==> config.mk <==
export PLATFORM = sky130hd
export DESIGN_NAME = dotRowAccumulator
export DESIGN_NICKNAME = d
export VERILOG_FILES = /design/src/rtl/dotacc_pkg.sv /design/src/rtl/rowSequencer.sv /design/src/rtl/accumulatorPath.sv /design/src/rtl/dotRowAccumulator.sv
export SDC_FILE = /design/constraint.sdc
export NUM_CORES = 2
export LEC_CHECK = 0
export BUFFER_PORTS_ARGS = -buffer_cell sky130_fd_sc_hd__buf_4
export CAP_MARGIN = 10
export CORE_MARGIN = 10
export CORE_UTILIZATION = 45
export CTS_CLUSTER_DIAMETER = 200
export CTS_CLUSTER_SIZE = 14
export DETAILED_ROUTE_END_ITERATION = 10
export SLEW_MARGIN = 30
export SYNTH_ARGS = -nofsm -noshare
export SYNTH_HDL_FRONTEND = slang
export SYNTH_SLANG_ARGS = --single-unit
export TNS_END_PERCENT = 10
==> constraint.sdc <==
create_clock -name clk -period 3.7 [get_ports clk]
set_input_delay 0.74 -clock clk [delete_from_list [all_inputs] [get_ports clk]]
set_output_delay 0.74 -clock clk [all_outputs]
set_load 0.005 [all_outputs]
==> src/rtl/dotacc_pkg.sv <==
`timescale 1ns/1ps
package dotacc_pkg;
  // Strobes from the row sequencer to the accumulation datapath
  typedef struct packed {
    logic clear;   // start of row: zero the bank before this cycle's update
    logic accept;  // an operand pair enters the bank this cycle
    logic last;    // this accepted pair completes the row
  } accStrobe_t;
endpackage

==> src/rtl/rowSequencer.sv <==
`timescale 1ns/1ps
module rowSequencer
  import dotacc_pkg::*;
#(
  parameter int ROW_LEN = 64
) (
  input  logic       clk,
  input  logic       rstN,
  input  logic       rowStart,
  input  logic       inValid,
  output accStrobe_t strobe
);
  localparam int CNT_W = $clog2(ROW_LEN + 1);

  logic [CNT_W-1:0] count;
  logic [CNT_W-1:0] countBase;
  logic             active;

  always_comb begin
    countBase     = rowStart ? '0 : count;
    strobe.clear  = rowStart;
    strobe.accept = inValid && (rowStart || active);
    strobe.last   = strobe.accept && (countBase == CNT_W'(ROW_LEN - 1));
  end

  always_ff @(posedge clk or negedge rstN) begin
    if (!rstN) begin
      count  <= '0;
      active <= 1'b0;
    end else begin
      active <= (rowStart || active) && !strobe.last;
      if (strobe.accept)
        count <= strobe.last ? '0 : CNT_W'(countBase + 1'b1);
      else
        count <= countBase;
    end
  end

  // the pair index never leaves the row
  assert_count_range_R2: assert property (@(posedge clk) disable iff (!rstN)
    count < CNT_W'(ROW_LEN));

  // with no row open the position stays parked at zero
  assert_idle_parked_R5: assert property (@(posedge clk) disable iff (!rstN)
    (!active && !rowStart) |=> (count == '0));

  // completing a row closes it
  assert_row_closes_R9: assert property (@(posedge clk) disable iff (!rstN)
    strobe.last |=> !active);
endmodule

==> src/rtl/accumulatorPath.sv <==
`timescale 1ns/1ps
module accumulatorPath
  import dotacc_pkg::*;
#(
  parameter int DATA_W = 16,
  parameter int ACC_W  = 40,
  parameter int LAT    = 16
) (
  input  logic                     clk,
  input  logic                     rstN,
  input  accStrobe_t               strobe,
  input  logic signed [DATA_W-1:0] inA,
  input  logic signed [DATA_W-1:0] inB,
  output logic                     resValid,
  output logic signed [ACC_W-1:0]  resData
);
  localparam int LEVELS = $clog2(LAT);
  localparam int TREE_N = 1 << LEVELS;
  localparam int PROD_W = 2 * DATA_W;

  // Rotating partial-sum bank: slot 0 is the oldest, slot LAT-1 the newest
  logic [LAT-1:0][ACC_W-1:0] slots;
  logic [LAT-1:0][ACC_W-1:0] slotsBase;
  logic [LAT-1:0][ACC_W-1:0] slotsNext;
  logic signed [PROD_W-1:0]  prod;
  logic [ACC_W-1:0]          prodExt;

  always_comb begin
    prod      = inA * inB;
    prodExt   = {{(ACC_W - PROD_W){prod[PROD_W-1]}}, prod};
    slotsBase = strobe.clear ? '0 : slots;
    slotsNext = slotsBase;
    if (strobe.accept) begin
      for (int i = 0; i < LAT - 1; i++)
        slotsNext[i] = slotsBase[i+1];
      slotsNext[LAT-1] = slotsBase[0] + prodExt;
    end
  end

  always_ff @(posedge clk or negedge rstN) begin
    if (!rstN) slots <= '0;
    else       slots <= slotsNext;
  end

  // Snapshot padded to a power of two, then a heap-indexed pipelined tree:
  // node n sums nodes 2n and 2n+1, leaves sit at TREE_N..2*TREE_N-1, root is 1
  logic [TREE_N-1:0][ACC_W-1:0]   padded;
  logic [2*TREE_N-1:1][ACC_W-1:0] heap;
  logic [LEVELS:0]                validPipe;

  always_comb begin
    padded          = '0;
    padded[LAT-1:0] = slotsNext;
  end

  always_ff @(posedge clk or negedge rstN) begin
    if (!rstN) begin
      heap      <= '0;
      validPipe <= '0;
    end else begin
      if (strobe.last)
        for (int k = 0; k < TREE_N; k++) heap[TREE_N + k] <= padded[k];
      for (int n = 1; n < TREE_N; n++)
        heap[n] <= heap[2*n] + heap[2*n+1];
      validPipe <= {validPipe[LEVELS-1:0], strobe.last};
    end
  end

  assign resData  = $signed(heap[1]);
  assign resValid = validPipe[LEVELS];

  // a cycle without a pair or a start leaves the bank untouched
  assert_idle_hold_R4: assert property (@(posedge clk) disable iff (!rstN)
    (!strobe.accept && !strobe.clear) |=> $stable(slots));

  // a bare start pulse empties the bank
  assert_clear_R6: assert property (@(posedge clk) disable iff (!rstN)
    (strobe.clear && !strobe.accept) |=> (slots == '0));

  // every strobe traces back to a row end a fixed tree depth earlier
  assert_latency_R3: assert property (@(posedge clk) disable iff (!rstN)
    resValid |-> $past(strobe.last, LEVELS + 1));

  // the result strobe lasts one cycle
  assert_strobe_single_R9: assert property (@(posedge clk) disable iff (!rstN)
    resValid |=> !resValid);
endmodule

==> src/rtl/dotRowAccumulator.sv <==
`timescale 1ns/1ps
module dotRowAccumulator
  import dotacc_pkg::*;
#(
  parameter int DATA_W  = 16,
  parameter int ACC_W   = 40,
  parameter int ROW_LEN = 64,
  parameter int LAT     = 16
) (
  input  logic                     clk,
  input  logic                     rstN,
  input  logic                     rowStart,
  input  logic                     inValid,
  input  logic signed [DATA_W-1:0] inA,
  input  logic signed [DATA_W-1:0] inB,
  output logic                     resValid,
  output logic signed [ACC_W-1:0]  resData
);
  accStrobe_t strobe;

  rowSequencer #(.ROW_LEN(ROW_LEN)) i_rowSequencer (
    .clk      (clk),
    .rstN     (rstN),
    .rowStart (rowStart),
    .inValid  (inValid),
    .strobe   (strobe)
  );

  accumulatorPath #(.DATA_W(DATA_W), .ACC_W(ACC_W), .LAT(LAT)) i_accumulatorPath (
    .clk      (clk),
    .rstN     (rstN),
    .strobe   (strobe),
    .inA      (inA),
    .inB      (inB),
    .resValid (resValid),
    .resData  (resData)
  );
endmodule

## Yosys cells after proc, flatten, opt, wreduce, memory -nomap -nowiden

Index checks and enable logic that the tools add are counted.

- Flip-flop bits (word level): 1,893
- Input bits: 36
- Output and inout port bits: 41
- Logic and storage cells: 79

- Multipliers: 1
- Multiplexer cells: 5
- Reductions and logical operators: 5
- Eq/ne operators: 1
- Add/sub/neg operators: 17

Operators by type and width:

| kind | count |
|---|---|
| $mux W640 | 2 |
| $add A40 B40 Y40 | 16 |
| $mul A16 B16 Y32 | 1 |
| $mux W7 | 3 |
| $add A7 B1 Y7 const B | 1 |
| $eq A7 B6 Y1 const B | 1 |
| $logic_and A1 B1 Y1 | 3 |
| $logic_not A1 Y1 | 1 |
| $logic_or A1 B1 Y1 | 1 |

## Logic depth before layout (Yosys ltp)

- Depth in word-level cells: 5
- Depth in mapped cells: 37
- Mapped depth without buffers: 36

## Hierarchy

From an unflattened synthesis, not the netlist that was laid out.

- Cells, all modules: 9,462
- Area total of the unflattened synthesis: 105,088.3 sq um

Modules (own cells, without submodules):

| module | cells an instance | seq. area each (sq um) | times used | area an instance (sq um) |
|---|---|---|---|---|
| accumulatorPath | 9,418 | 47,170.2 | 1 | 104,621.6 |
| rowSequencer | 44 | 200.2 | 1 | 466.7 |

## Worst setup path after synthesis

Ideal clock, no wire load.

- Path type: input-to-reg
- From: in inA[10]
- To: reg i_accumulatorPath.slots[639] (netlist bit)
- Required time: 3,578 ps
- Stages: 31
- Buffers on the path: 1
- Arrival: 8,450 ps
- Path slack: -4,871 ps
- Library setup time: 122 ps
- Cells stage by stage: clkbuf_1 > nand2_1 > fa_1 > fa_1 > fa_1 > fa_1 > inv_1 > fa_1 > fa_1 > ha_1 > and3_1 > a221oi_1 > a211oi_1 > o31a_1 > o21ai_0 > nand2b_1 > a211oi_1 > nor2_1 > ha_1 > a21o_1 > a21o_1 > a21oi_1 > nor2_1 > a21oi_1 > nand3_1 > a31oi_1 > o21ai_1 > a311oi_2 > and3_1 > o32ai_1 > a32o_1

RTL lines:

| element | RTL line | source |
|---|---|---|
| start, declared | dotRowAccumulator.sv:14 | `input logic signed [DATA_W-1:0] inA,` |
| end signal, assigned | accumulatorPath.sv:42 | `else slots <= slotsNext;` |
| end, declared | accumulatorPath.sv:22 | `logic [LAT-1:0][ACC_W-1:0] slots;` |

==> results.tsv <==
metric	value	unit
grt_pass1_vias	83800	
critPathSlowestCell	fa_2	
core	230000	um2
hp-class	in -> reg	
avgRoutedWirePerCell	20.0	um
clock_skew	0.0293	ns
synth_top_cell_area_share	45.6	%
cp_common_cell	fa_1	
ys_warn_count	0	
hold_viol	0	
synthesis.area	104000	um2
route.detailed.drc	0	
pre_cts_ws	-5.06	ns
path_class	in -> reg	
cp_max_fo	4	
r2r_start	i_accumulatorPath.slots[0]	
netlist_instances	11200	
die_area	251000	um2
wl	302	mm
maxSlewViolCount	0	
clock_sinks	1893	
ys_seq_elements	1893	
yosysSeqAreaShare	45.6	%
finalCritPeriodShare	205	%
start_kind	primary input	
worst-slew-pin-transition	0.989	ns
hpwl	226	mm
grt_start_max_net_pins	160	
hp-start	rowStart	
nNetsFinal	13100	
clk_pin_slew	0.07	ns
synth_commonest_cells	3030 x nand2_1, 1893 x dfrtp_1, 1088 x a21oi_1	
synth_edf_count	0	
setup_viol	95	
ios	77	
grt_pass1_wl	480	mm
endpoint_kind	register	
num_vias	82200	
layout_min_cycle_time	7.59	ns
rsz0062_at_grt	yes	
synthFlopType	dfrtp_1	
drv_cap	0	
initialDrtViolationCount	5958	
die_h	501	um
ir_worst_vdd	2.65	mV
avgViaCountPerCell	5.44	
yosysMostFrequentCell	nand2_1	
crit_required	4.44	ns
syn_area_per_cell	9.25	um2
synth_top_area_cell	dfrtp_1	
setup_ws	-3.89	ns
area_growth	17.1	%
start_util	45.2	%
drt.antenna.violating_nets	0	
synth_fp_nets	12300	
report.power.total	0.0906	W
status	finished, violations left	
synth.distinct_cells	91	
antenna_found_initial	15	
p_per_area	744	nW/um2
grt_usage	23.9	%
max-slew-margin-rel	34.0	%
root_buffer	clkbuf_16	
die_x	501	um
drive_gt1_share	14.1	%
clock_path_buffers	3	
setup-tns-final	-193.77	ns
portBuffers	76	
clk_latency	0.84	ns
p_leak	63.4	nW
async_flop_share	100	%
violations	setup timing	
htree_levels	4	
dr.pass1.iters	6	
tritoncts	yes	
max_freq	132	MHz
max_stage_delay	0.57	ns
fill_cells	20800	
synth_area_leaders	dfrtp_1 46%, nand2_1 11%, ha_1 8.5%	
fin_cells	15100	
grt-ovfl-total	0	
std_cell_rows	176	
cts_made_buffers	153	
dp.cells	14900	
cp.arrival	8.33	ns
startpoint	inB[10]	
gp_congestion	0.927	
[what timing repair did]
item                       4_1_cts  5_1_grt
resized for setup              269      183
hold endpoints to repair        32        0
setup buffers                   12       11
setup endpoints to repair      194      179
cloned                           0        0
hold buffers                     1        0
pin swaps                      105       71
[where the power goes]
part	switching (W)	internal, W	leakage (nW)	total, W
combinational	0.0276	0.0264	35.1	0.0540
sequential	0.000253	0.0212	26.2	0.0214
clock	0.00767	0.00753	2.02	0.0152
total	0.0355	0.0551	63.4	0.0906
[cell families (layout without fill, tap and decap cells)]
family | Yosys count | after routing | share of synthesized area (%)
AOI/OAI and AO/OA | 2352 | 2352 | 13.8
buffers and inverters | 974 | 1810 | 3.67
adders and majority gates | 983 | 983 | 13.8
muxes | 15 | 15 | 0.146
and+or+nand+nor | 4419 | 4419 | 17.9
xor gates and xnor gates | 603 | 603 | 5.08
DFF | 1893 | 1893 | 45.6
other | 0 | 8 | 0
[placed cells by master (no fill, tap or decap), drive strengths merged, types with 159 or more instances in the layout]
master  count
xnor2     444
a21oi    1093
o21ai     416
inv       502
nand2    3030
buf      1145
nor2      346
fa        278
nand3     396
ha        704
xor2      159
a21o      288
dfrtp    1893
[flip-flops by register name, summed over array words and instances (netlist names)]
name	flops
i_rowSequencer.count	7
i_accumulatorPath.heap	1200
i_rowSequencer.active	1
i_accumulatorPath.resData	40
i_accumulatorPath.validPipe	5
i_accumulatorPath.slots	640
[metrics by stage]
step | area (um2) | hold WS, ns | utilization (%)
2_1_floorplan | 104000 | 0.331 | -
3_3_place_gp | 116000 | 0.332 | 50.2
3_5_place_dp | 116000 | 0.337 | 50.2
4_1_cts | 121000 | 0.262 | 52.6
5_1_grt | 122000 | 0.323 | 53.0
6_report | 122000 | 0.316 | 53.0
[routing by layer]
layer	global-route usage, %	vias up	part of all wire (%)
li1	-	39000	-
met5	0	-	0.011
met3	2.75	403	4.6
met1	33.7	40900	46
met4	6.61	4	2.8
met2	38.9	1792	47
[final timing paths]
kind	end	slack [ns]	cells after the start
worst max-delay path	i_accumulatorPath.slots[638]	-3.89	36
worst min-delay path	i_accumulatorPath.slots[0]	0.32	5
worst max register to register	i_accumulatorPath.slots[638]	-0.44	17
worst min register to register	i_accumulatorPath.validPipe[3]	0.35	0
max in group asynchronous	i_accumulatorPath.slots[636]	1.98	4
min in group asynchronous	i_accumulatorPath.slots[286]	0.47	2
[final cells by class]
| cell class | count | area, um2 | area share (%) |
|---|---|---|---|
| Antenna cell | 8 | 20.0 | 0.0164 |
| Clock buffer | 156 | 3900 | 3.20 |
| Clock inverter | 13 | 204 | 0.167 |
| Inverter | 495 | 1880 | 1.54 |
| Multi-Input combinational cell | 8372 | 54900 | 45.1 |
| Sequential cell | 1893 | 47400 | 38.9 |
| Tap cell | 3026 | 3790 | 3.11 |
| Timing Repair Buffer | 1146 | 9740 | 8.00 |
[critical path: cells and delay by family]
family / cells / cell delay, ns
fa+ha+maj: 9 / 4.09
buf+inv: 5 / 0.30
compound gates: 15 / 2.29
xor+xnor: 1 / 0.20
mux: 1 / 0.21
simple gates: 5 / 0.51
Power figures use the tool's default switching activity.
